## src/rtl/chroma_subcarrier_gen.sv

```systemverilog
module chroma_subcarrier_gen #(
  parameter int ACC_W = 32,
  parameter int SAMP_W = 9,
  parameter int LUT_AW = 6,
  parameter int LINE_W = 10,
  parameter int POS_W = 9,
  parameter logic [ACC_W-1:0] INC_NTSC = 32'd569408543,
  parameter logic [ACC_W-1:0] INC_PAL = 32'd705268427,
  parameter int CYC_NTSC = 9,
  parameter int CYC_PAL = 10,
  parameter int BURST_START = 143,
  parameter int REF_LINE = 1
) (
  input  logic                     clk,
  input  logic                     rst_n,
  input  logic [1:0]               mode,
  input  logic                     line_start,
  input  logic [LINE_W-1:0]        line_num,
  input  logic [1:0]               field,
  output logic signed [SAMP_W-1:0] sin_o,
  output logic signed [SAMP_W-1:0] cos_o,
  output logic signed [SAMP_W-1:0] burst_o,
  output logic                     burst_active_o
);

  localparam int LUT_N = 1 << LUT_AW;
  localparam int AMP = (1 << (SAMP_W - 1)) - 1;
  localparam longint unsigned SCALE = 64'd1 << ACC_W;
  localparam int LEN_NTSC = int'((longint'(CYC_NTSC) * SCALE + longint'(INC_NTSC) / 2) / longint'(INC_NTSC));
  localparam int LEN_PAL = int'((longint'(CYC_PAL) * SCALE + longint'(INC_PAL) / 2) / longint'(INC_PAL));
  localparam logic [1:0] M_SLEEP = 2'b00;
  localparam logic [1:0] M_P60 = 2'b01;
  localparam logic [1:0] M_PAL = 2'b10;
  localparam logic [1:0] M_NTSC = 2'b11;
  localparam logic [ACC_W-1:0] OFF_90 = ACC_W'(1) << (ACC_W - 2);
  localparam logic [ACC_W-1:0] OFF_180 = ACC_W'(1) << (ACC_W - 1);
  localparam logic [ACC_W-1:0] OFF_135 = ACC_W'(3) << (ACC_W - 3);
  localparam logic [ACC_W-1:0] OFF_225 = ACC_W'(5) << (ACC_W - 3);
  localparam logic [POS_W-1:0] WIN_LO = POS_W'(BURST_START);
  localparam logic [POS_W-1:0] WIN_HI_NTSC = POS_W'(BURST_START + LEN_NTSC);
  localparam logic [POS_W-1:0] WIN_HI_PAL = POS_W'(BURST_START + LEN_PAL);

  logic [SAMP_W-2:0] lut [LUT_N];

  for (genvar gi = 0; gi < LUT_N; gi++) begin : g_lut
    localparam real ANG = (real'(gi) + 0.5) * 3.14159265358979 / (2.0 * real'(LUT_N));
    assign lut[gi] = (SAMP_W - 1)'($rtoi(real'(AMP) * $sin(ANG) + 0.5));
  end

  function automatic logic signed [SAMP_W-1:0] wave(input logic [ACC_W-1:0] ph);
    logic [1:0] quad;
    logic [LUT_AW-1:0] addr;
    logic signed [SAMP_W-1:0] mag;
    quad = ph[ACC_W-1 -: 2];
    addr = ph[ACC_W-3 -: LUT_AW];
    if (quad[0]) addr = ~addr;
    mag = $signed({1'b0, lut[addr]});
    return quad[1] ? -mag : mag;
  endfunction

  function automatic logic quiet_line(input logic [LINE_W-1:0] ln, input logic is525);
    if (is525)
      return (ln >= LINE_W'(1) && ln <= LINE_W'(9)) || (ln >= LINE_W'(264) && ln <= LINE_W'(272));
    return (ln >= LINE_W'(1) && ln <= LINE_W'(5)) || (ln >= LINE_W'(311) && ln <= LINE_W'(318)) ||
           (ln >= LINE_W'(623) && ln <= LINE_W'(625));
  endfunction

  logic [ACC_W-1:0]  acc;
  logic              sw;
  logic [POS_W-1:0]  pos;
  logic [LINE_W-1:0] line_q;

  wire ref_hit = line_start && line_num == LINE_W'(REF_LINE) && field == 2'd0;
  wire active = mode != M_SLEEP;
  wire pal = mode == M_PAL || mode == M_P60;
  wire [ACC_W-1:0] inc = pal ? INC_PAL : INC_NTSC;
  wire [POS_W-1:0] win_hi = pal ? WIN_HI_PAL : WIN_HI_NTSC;
  wire in_win = pos >= WIN_LO && pos < win_hi;
  wire flag_d = active && !quiet_line(line_q, mode != M_PAL) && in_win;
  wire [ACC_W-1:0] boff = !pal ? OFF_180 : (sw ? OFF_225 : OFF_135);
  wire signed [SAMP_W-1:0] cos_raw = wave(acc + OFF_90);

  always_ff @(posedge clk) begin
    if (!rst_n) begin
      acc <= '0;
      sw <= 1'b0;
      pos <= '1;
      line_q <= '0;
      sin_o <= '0;
      cos_o <= '0;
      burst_o <= '0;
      burst_active_o <= 1'b0;
    end else begin
      if (ref_hit) acc <= '0;
      else if (active) acc <= acc + inc;
      if (line_start) begin
        sw <= ref_hit ? 1'b0 : ~sw;
        pos <= '0;
        line_q <= line_num;
      end else if (pos != '1) begin
        pos <= pos + 1'b1;
      end
      sin_o <= active ? wave(acc) : '0;
      cos_o <= !active ? '0 : (pal && sw) ? -cos_raw : cos_raw;
      burst_active_o <= flag_d;
      burst_o <= flag_d ? wave(acc + boff) : '0;
    end
  end

  a_r4_ref_zero: assert property (@(posedge clk) disable iff (!rst_n)
    ref_hit |=> acc == '0);

  a_r10_switch_toggles: assert property (@(posedge clk) disable iff (!rst_n)
    (line_start && !ref_hit) |=> sw != $past(sw));

  a_r11_phase_hold: assert property (@(posedge clk) disable iff (!rst_n)
    (mode == M_SLEEP && !ref_hit) |=> $stable(acc));

  a_r11_sleep_quiet: assert property (@(posedge clk) disable iff (!rst_n)
    (mode == M_SLEEP) |=> (sin_o == '0 && cos_o == '0 && !burst_active_o));

  a_r6_ntsc_burst_neg: assert property (@(posedge clk) disable iff (!rst_n)
    (burst_active_o && $past(mode) == M_NTSC) |-> burst_o == -sin_o);

endmodule

```

## config.mk

```make
export PLATFORM = sky130hd
export DESIGN_NAME = chroma_subcarrier_gen
export DESIGN_NICKNAME = d
export VERILOG_FILES = /design/src/rtl/chroma_subcarrier_gen.sv
export SDC_FILE = /design/constraint.sdc
export NUM_CORES = 1
export LEC_CHECK = 0
export CORE_ASPECT_RATIO = 0.9
export CORE_MARGIN = 1.5
export CORE_UTILIZATION = 55
export CTS_BUF_LIST = sky130_fd_sc_hd__clkbuf_8
export CTS_CLUSTER_DIAMETER = 120
export DETAILED_ROUTE_END_ITERATION = 8
export MAX_ROUTING_LAYER = met4
export PLACE_DENSITY = 0.86
export SYNTH_ARGS = -nofsm -noshare
export SYNTH_HDL_FRONTEND = slang
export SYNTH_SLANG_ARGS = --single-unit
```

## constraint.sdc

```tcl
create_clock -name clk -period 8 [get_ports clk]
set_input_delay 1.2 -clock clk [delete_from_list [all_inputs] [get_ports clk]]
set_output_delay 1.2 -clock clk [all_outputs]
set_load 0.02 [all_outputs]
```

* Yosys cells after proc, flatten, opt, wreduce, memory -nomap -nowiden
Memory sizes are Yosys's and may differ from the RTL's. Index checks and enable logic that the tools add are counted.
Storage, ports and cells: ROM bits 1536, memories 3, output and inout port bits 28, bits of input ports 17, logic and storage cells 97, flip-flop bits (word level) 80
Memory list:
- (name not given) | depth 64, bits a word 8, rd ports 1, clocked after Yosys merged registers in 0, wr ports 0, RTL line 57 | mag = $signed({1'b0, lut[addr]});
- (name not given) | depth 64, bits a word 8, rd ports 1, clocked after Yosys merged registers in 0, wr ports 0, RTL line 57
- (name not given) | depth 64, bits a word 8, rd ports 1, clocked after Yosys merged registers in 0, wr ports 0, RTL line 57
Cells by class: order comparisons 14, reduce and logical (&&, ||, !) cells 24, mux-type cells 25, bitwise operators 8, add/sub/neg operators 8, equality and inequality tests 5
Operators by type and width (number):
- 2-to-1 mux 32 bit | 2
- 2-to-1 mux 8 bit | 8
- 2-to-1 mux 9 bit | 4
- adder 32 x 30 -> 32 bit | 1
- adder 32 x 31 -> 32 bit, second input constant | 1
- adder 32 bit | 1
- 2-to-1 mux 6 bit | 5
- 2-to-1 mux 28 bit | 1
- negation 8 -> 9 bit | 3
- >= comparator 7 bit, second input constant | 3
- NOT 6 -> 7 bit | 3
- >= comparator 10 x 9 -> 1 bit, second input constant | 2
- <= comparator 10 x 9 -> 1 bit, second input constant | 2
- NOT 6 bit | 3
- logical AND 1 bit | 11
- equality test 10 x 1 -> 1 bit, second input constant | 1
- >= comparator 10 x 1 -> 1 bit, second input constant | 1
- >= comparator 10 bit, second input constant | 1
- <= comparator 10 bit, second input constant | 1
- <= comparator 10 x 3 -> 1 bit, second input constant | 1
- <= comparator 10 x 4 -> 1 bit, second input constant | 1
- adder 9 x 1 -> 9 bit, second input constant | 1
- >= comparator 9 x 8 -> 1 bit, second input constant | 1
- less-than comparator 9 x 8 -> 1 bit | 1
- 15 further kinds | 25

* Logic depth before layout (Yosys ltp)
Gate-level depths: netlist (run 1).
word-level depth 13, gate-level depth with buffers 22, depth with buffers taken out 18

* Worst setup path before layout (run 1)
OpenSTA, ideal clock, no wires.
kind input-to-reg, from input port mode[0], to register burst_o[6], stages on the path 21, required time 7872 ps, library setup time 128 ps, slack 1810 ps, arrival 6063 ps, path buffers 5, cells stage by stage inv_1 ha_1 inv_1 nor2_1 fa_1 buf_2 buf_1 clkbuf_1 buf_2 xor2_1 ha_1 clkbuf_1 a2bb2oi_1 o22ai_1 a211oi_1 o31ai_1 a221oi_1 a211oi_1 a31oi_1 xnor2_1 nor2_1
Between the ends: word-level cells in the longest chain between the ends 13
Ends and longest elaborated chain:
- start, declared | RTL line 16 | input logic [1:0] mode,
- equality test 2 bit or equality test 2 x 1 -> 1 bit (tied branches) | RTL line 75 | wire pal = mode == M_PAL || mode == M_P60;
- logical OR 1 bit | RTL line 75
- 2-to-1 mux 32 bit | RTL line 80 | wire [ACC_W-1:0] boff = !pal ? OFF_180 : (sw ? OFF_225 : OFF_135);
- adder 32 bit | RTL line 106 | burst_o <= flag_d ? wave(acc + boff) : '0;
- NOT 6 bit | RTL line 56 | if (quad[0]) addr = ~addr;
- 2-to-1 mux 6 bit | RTL line 56
- 2-to-1 mux 6 bit | RTL line 84 | if (!rst_n) begin
- NOT 6 -> 7 bit (implied by the code) | RTL line 57
- memory read (64 x 8 bit)
- 2-to-1 mux 8 bit (implied by the code) (2 in series) | RTL line 57
- negation 8 -> 9 bit | RTL line 58 | return quad[1] ? -mag : mag;
- 2-to-1 mux 8 bit | RTL line 58
- end signal, assigned | RTL line 106
- end, declared | RTL line 22 | output logic signed [SAMP_W-1:0] burst_o,
Parallel ways exist; a longest one is shown, timed or not. The select of a mux whose other input is x is not followed. A chain may end at the register's enable or synchronous reset.

* Final worst setup path (run 1)
from input port mode[1], to register burst_o[6]
The elaborated chain is that of the path after synthesis.

==> metrics, run 1 <==
worst hold path cell count 2; detailed-routing iteration count for the pre-antenna-repair pass 5; post_cts resized 0; Worst slew margin between 20 and 30%; Seq. cell area roughly 1600 sq um; CTS tree built; GRT overflow 0; cells along the critical path clkdlybuf4s50_1, inv_1, ha_2, inv_1, nor2_1, fa_1, buf_4, nor2b_1, or2_2, inv_1, ha_1, inv_1, a221oi_1, nor3_1, a221oi_1, a211oi_1, a31oi_1, xnor2_1, nor2_1; routability congestion estimate ~0.96; crit path capture type register; Tcrit/Tclk final around four fifths; initial antenna violation count 0; Slowest-stage cell, CP fa_1; most common cell after layout, fill and taps aside nor2_1; Worst-path clk slew about 90 ps; via count between 8000 and 9000; vias per cell ~6.4; total wire length 22600 um; Gate Count Post-Synth 1137; die width 134 um; sequential share of the synthesized area between 10% and 20%; Longest Clk Path Bufs 2; GR Util met3 a little under 5%; placed cell area 8840 sq um; Hold Crit Class register to register; Top Ports 45; worst stage delay on the critical path ~550 ps; Clock Sinks 80; Crit path arrival time about 6800 ps; fmax ~150 MHz; drt drc 0; CP required a little over 8000 ps; synth unique cells 92; Final Hold Viols 0; DP Wirelength ~16000 um; number of port buffers 44; Post-synth EDFFs 0; max-cap viol count 0; effective utilization at floorplan between 50 and 60%; clk_skew just over 10 ps; min Tclk post-route between 6000 and 7000 ps; Clk Latency, worst-skew pair between 300 and 400 ps; row cnt 42; most frequent cells in the layout 140 x nor2_1, 76 x dfxtp_1, 75 x nand2_1, 73 x o21ai_0, 65 x a21oi_1; unrepaired setup endpoints after global routing no; layer with the highest usage met2; area of the die 16200 sq um; predominant post-synthesis flop cell dfxtp_1; Setup CP Type input port to register; DRT antenna net count 0; number of fill cells 1301; Chip Height 121 um; Ant. Diodes 0; CP startpoint kind input port; maximum VDD drop approximately 0.0002 V; Slew @ Worst Pin 1050 ps; cell area after synthesis 8480 sq um; Syn Area/Cell ~7.5 sq um; nets around 1200; core box area about 15000 sq um; Slew Limit Fails 0; asr flop ratio synth 0%; Net Count, Synth 1210; total track usage roughly 29%; Hold Buf Count CTS 0; status finished clean; Pleak between 0.003 and 0.004 uW; setup TNS 0 ps; maximum fanout along the worst path between 40 and 50; PwrDens roughly 430 nW/um^2; final setup vio count 0; postcts setup bufs 0; met1 Track Usage GR 38.1%; crit-path most repeated cell inv_1; initial drt markers roughly 1200; first-pass GRT wire length ~37000 um; synthesis-to-layout area growth 6.42%; post-synthesis register bit count 80; footprint of the multi-input gates about 6300 sq um; ratio of cells with drive above 1 in the final layout 6.06%; met2 Resource Use GR 43.5%; vias in the first global route roughly 7500; Clock Tree Root clkbuf_8; Ys Warns 0; WL per Instance between 15 and 20 um; final instance area 9020 sq um; FF-to-FF path depth 15; CTS Buf Count 9; H-tree depth 3; largest net degree at the start of global routing 60
==> state kept, by name (all words and copies together) (netlist names) <==
name,count
sin_o,9
pos,9
sw,1
acc,32
line_q,10
burst_o,9
cos_o,9
burst_active_o,1
==> cell usage after synthesis, types with 10 or more instances <==
cell / count / area, sq um
nand4_1: 12 / 75.1
o21ai_0: 73 / 365
and3_1: 12 / 75.1
nor3b_1: 11 / 82.6
nor2b_1: 20 / 125
o211ai_1: 10 / 75.1
nand3_1: 29 / 145
xnor2_1: 38 / 333
xor2_1: 29 / 254
ha_1: 55 / 688
a211oi_1: 15 / 113
clkbuf_1: 35 / 131
buf_2: 28 / 140
dfxtp_1: 80 / 1600
and2_1: 14 / 87.6
mux2i_1: 32 / 320
buf_1: 11 / 41.3
inv_1: 34 / 128
o31ai_1: 10 / 75.1
a21o_1: 13 / 97.6
nand2_1: 75 / 282
or3_1: 11 / 68.8
nand2b_1: 22 / 138
nor3_1: 36 / 180
a221oi_1: 11 / 96.3
a21oi_1: 65 / 325
o22ai_1: 25 / 156
a31oi_1: 12 / 75.1
nor2_1: 140 / 526
==> metrics by stage <==
stage	setup slack, ps	instances	power (uW)	utilization [%]	hold WS [ps]
after floorplan	1810	1137	2920	-	445
after global placement	1410	1305	3480	59.5	454
after detailed placement	1210	1305	3540	59.5	460
after CTS	1630	1321	3830	60.7	470
after global routing	1140	1321	4220	60.7	498
final	1510	1321	3910	60.7	471
==> worst paths after layout <==
kind	startpoint	end	slack (ps)
setup / recovery	mode[1]	burst_o[6]	1510
hold / removal	acc[13]	acc[13]	470
hold reg to reg	acc[13]	acc[13]	470
setup reg to reg	acc[30]	burst_o[6]	2850
==> power breakdown <==
group	switching (uW)	total, uW	internal, uW
clock network	160	282	122
logic	1850	3020	1170
registers	113	609	496
total	2130	3910	1780
==> metal layers <==
layer,part of all wire (%),vias up
met5,0,-
met4,2.4,0
met3,8.7,50
met2,45,433
met1,44,3882
li1,-,4141
==> critical path: cells and delay by family <==
| family | cells | cell delay [ps] |
|---|---|---|
| fa+ha+maj | 3 | 1350 |
| simple gates | 5 | 850 |
| buf+inv | 6 | 1730 |
| xor+xnor | 1 | 160 |
| compound gates | 4 | 1460 |
==> final cells by class <==
class,count,share of cell area (%)
clock inverter,6,0.471
clock buffer,10,1.53
inverter,40,1.66
sequential,80,17.8
timing repair buffer,55,5.80
tap,198,2.75
multi-input combinational,932,70.0
==> cells by family (layout without fill, tap and decap cells) <==
logic type / Yosys count / count (layout) / share of synthesized area, %
AOI/OAI and AO/OA: 336 / 336 / 27.3
DFF: 80 / 80 / 18.9
muxes: 43 / 43 / 5.80
and+or+nand+nor: 424 / 424 / 24.8
adders and majority gates: 56 / 56 / 8.35
buffers and inverters: 125 / 111 / 6.65
xor gates and xnor gates: 73 / 73 / 8.20
(Power assumes the default switching activity.)
==> run 2, diff against run 1 <==
Settings changed: PLACE_DENSITY 0.86 to 0.89.
Clock period 8 ns to 5.2 ns, I/O delays scaled along.
==> metrics, run 2 (synthesis results as in run 1) <==
total wire length 23500 um (+3.9%); largest net degree at the start of global routing 59 (-1.7%); Crit path arrival time 5160 ps (-1600 ps); Hold Buf Count CTS 0 (unchanged); Tcrit/Tclk final a little over nine tenths; crit path capture type register; Slew Limit Fails 0 (unchanged); switching pwr 3370 uW (+59%); Top reg by flops acc; nets 1221 (+2.5%); DP Wirelength 16600 um (+5.4%); number of port buffers 44 (unchanged); PwrDens 679 nW/um^2 (+57%); Hold Crit Class register to register; routability congestion estimate 1.03 (+6.7%); maximum fanout along the worst path 11 (-76%); Pleak 0.00367 uW (+4.2%); Ant. Diodes 0 (unchanged); CTS Buf Count 9 (unchanged); Top Ports 45 (unchanged); Worst Hold End acc[13]; most common cell after layout, fill and taps aside nor2_1; unrepaired setup endpoints after global routing no; final instance area 9250 sq um (+2.6%); H-tree depth 3 (unchanged); final setup vio count 0 (unchanged); Clock Sinks 80 (unchanged); DRT antenna net count 0 (unchanged); sw frac 53.7% (-0.71 points); CTS tree built; Clock Tree Root clkbuf_8; Cell Int Power 2910 uW (+63%); Placed Instances 1335 (+2.3%); Final Hold Viols 0 (unchanged); die width 134 um (unchanged); total power 6290 uW (+61%); via count 8844 (+4.0%); core box area 14900 sq um (unchanged); Worst-path clk slew 90 ps (about the same); placed cell area 9080 sq um (+2.7%); final cell count without fillers 1351 (+2.3%); total track usage 30.0% (+1.4 points); Clk Latency, worst-skew pair 380 ps (about the same); Slew @ Worst Pin 1060 ps (+11.3 ps); max-cap viol count 0 (unchanged); vias per cell 6.55 (+1.7%); top flop regs acc (32), line_q (10); FF-to-FF path depth 17 (+2); Seq. cell area 1610 sq um (unchanged); Crit Reg-Reg Endpoint cos_o[6]; Chip Height 121 um (unchanged); footprint of the multi-input gates 6330 sq um (+0.18%); ratio of cells with drive above 1 in the final layout 8.67% (+2.6 points); effective utilization at floorplan 57.0% (unchanged); synthesis-to-layout area growth 9.13%; CP startpoint kind input port; initial antenna violation count 0 (unchanged); initial drt markers 1010 (-13%); min Tclk post-route 4890 ps; maximum VDD drop 0.000279 V (+40%); Longest Clk Path Bufs 2 (unchanged); detailed-routing iteration count for the pre-antenna-repair pass 6 (+1); Clk pwr share 6.7% (-0.5 points); Critical R2R Launch acc[30]; clk_skew 11.4 ps (+1.08 ps); status finished clean; CP required 5470 ps (-2790 ps); first-pass GRT wire length 39000 um (+5.2%); number of fill cells 1248 (-4.1%); area of the die 16200 sq um (unchanged); GRT overflow 0 (unchanged); register share of total power 14.9% (-0.7 points); Worst slew margin 29.2% (-0.75 points); fmax ~200 MHz; postcts setup bufs 0 (unchanged); most frequent cells in the layout 140 x nor2_1, 76 x dfxtp_1, 75 x nand2_1, 73 x o21ai_0, 65 x a21oi_1; internal reg-to-reg setup slack 580 ps (-2270 ps); post_cts resized 0 (unchanged); max reg flops 32 (unchanged); combinational power share 78.4% (+1.2 points); worst hold path cell count 2 (unchanged); vias in the first global route 8163 (+9.5%); Setup CP Type input port to register; hold slack final 475 ps (+3.57 ps); WL per Instance 17.4 um (+1.6%); row cnt 42 (unchanged); beginning of the worst hold path acc[13]; drt drc 0 (unchanged)
-- run 2: layout make-up --
type / instances / area share, %
clock buffers: 9 / 1.34
clock inverters: 7 / 0.541
inverters: 40 / 1.62
multi-input cells: 932 / 68.4
flip-flops and latches: 80 / 17.4
well taps: 198 / 2.68
repair buffers: 85 / 8.09
-- run 2: power by group through the flow --
stage / combinational (uW) / sequential [uW] / clock, uW
2_1_floorplan: 3590 / 919 / 0
3_3_place_gp: 4630 / 936 / 0
3_5_place_dp: 4750 / 944 / 0
4_1_cts: 4780 / 930 / 428
5_1_grt: 5330 / 955 / 459
6_report: 4930 / 934 / 422
-- run 2: worst max path at each step --
stage / start / endpoint / slack, ps
3_5_place_dp: mode[1] / burst_o[7] / -40
3_3_place_gp: mode[1] / burst_o[6] / 100
6_report: mode[1] / burst_o[7] / 310
2_1_floorplan: mode[0] / burst_o[6] / 60
4_1_cts: mode[1] / burst_o[7] / 360
5_1_grt: mode[1] / burst_o[8] / 40
-- run 2: critical path: stages --
cell and delay, ps:
clkdlybuf4s50_1 480, inv_1 50, ha_2 370, inv_2 50
nor2_1 190, fa_1 520, nor2b_1 180, or2_2 340
inv_1 140, ha_1 390, inv_1 190, a311o_1 340
a22oi_1 160, mux2i_1 90, mux2i_1 240, a211oi_2 100
a31oi_1 310, xnor2_1 160, nor2_1 50
-- run 2: metal layers --
| metal | up-vias | track usage (%) | wire (um) |
|---|---|---|---|
| li1 | 4185 | - | - |
| met1 | 4111 | 37.8 | 10000 |
| met2 | 472 | 46.5 | 10500 |
| met3 | 76 | 6.29 | 2160 |
| met4 | 0 | 13.1 | 766 |
| met5 | - | - | 0 |
-- run 2: per-stage QoR --
step	TNS, ps	setup slack (ps)	util (%)
finish	0	309	62.2
global route	0	40.1	62.2
CTS	0	362	62.2
detailed placement	-106	-37.5	61.1
global placement	0	103	61.1
floorplan	0	56.3	-
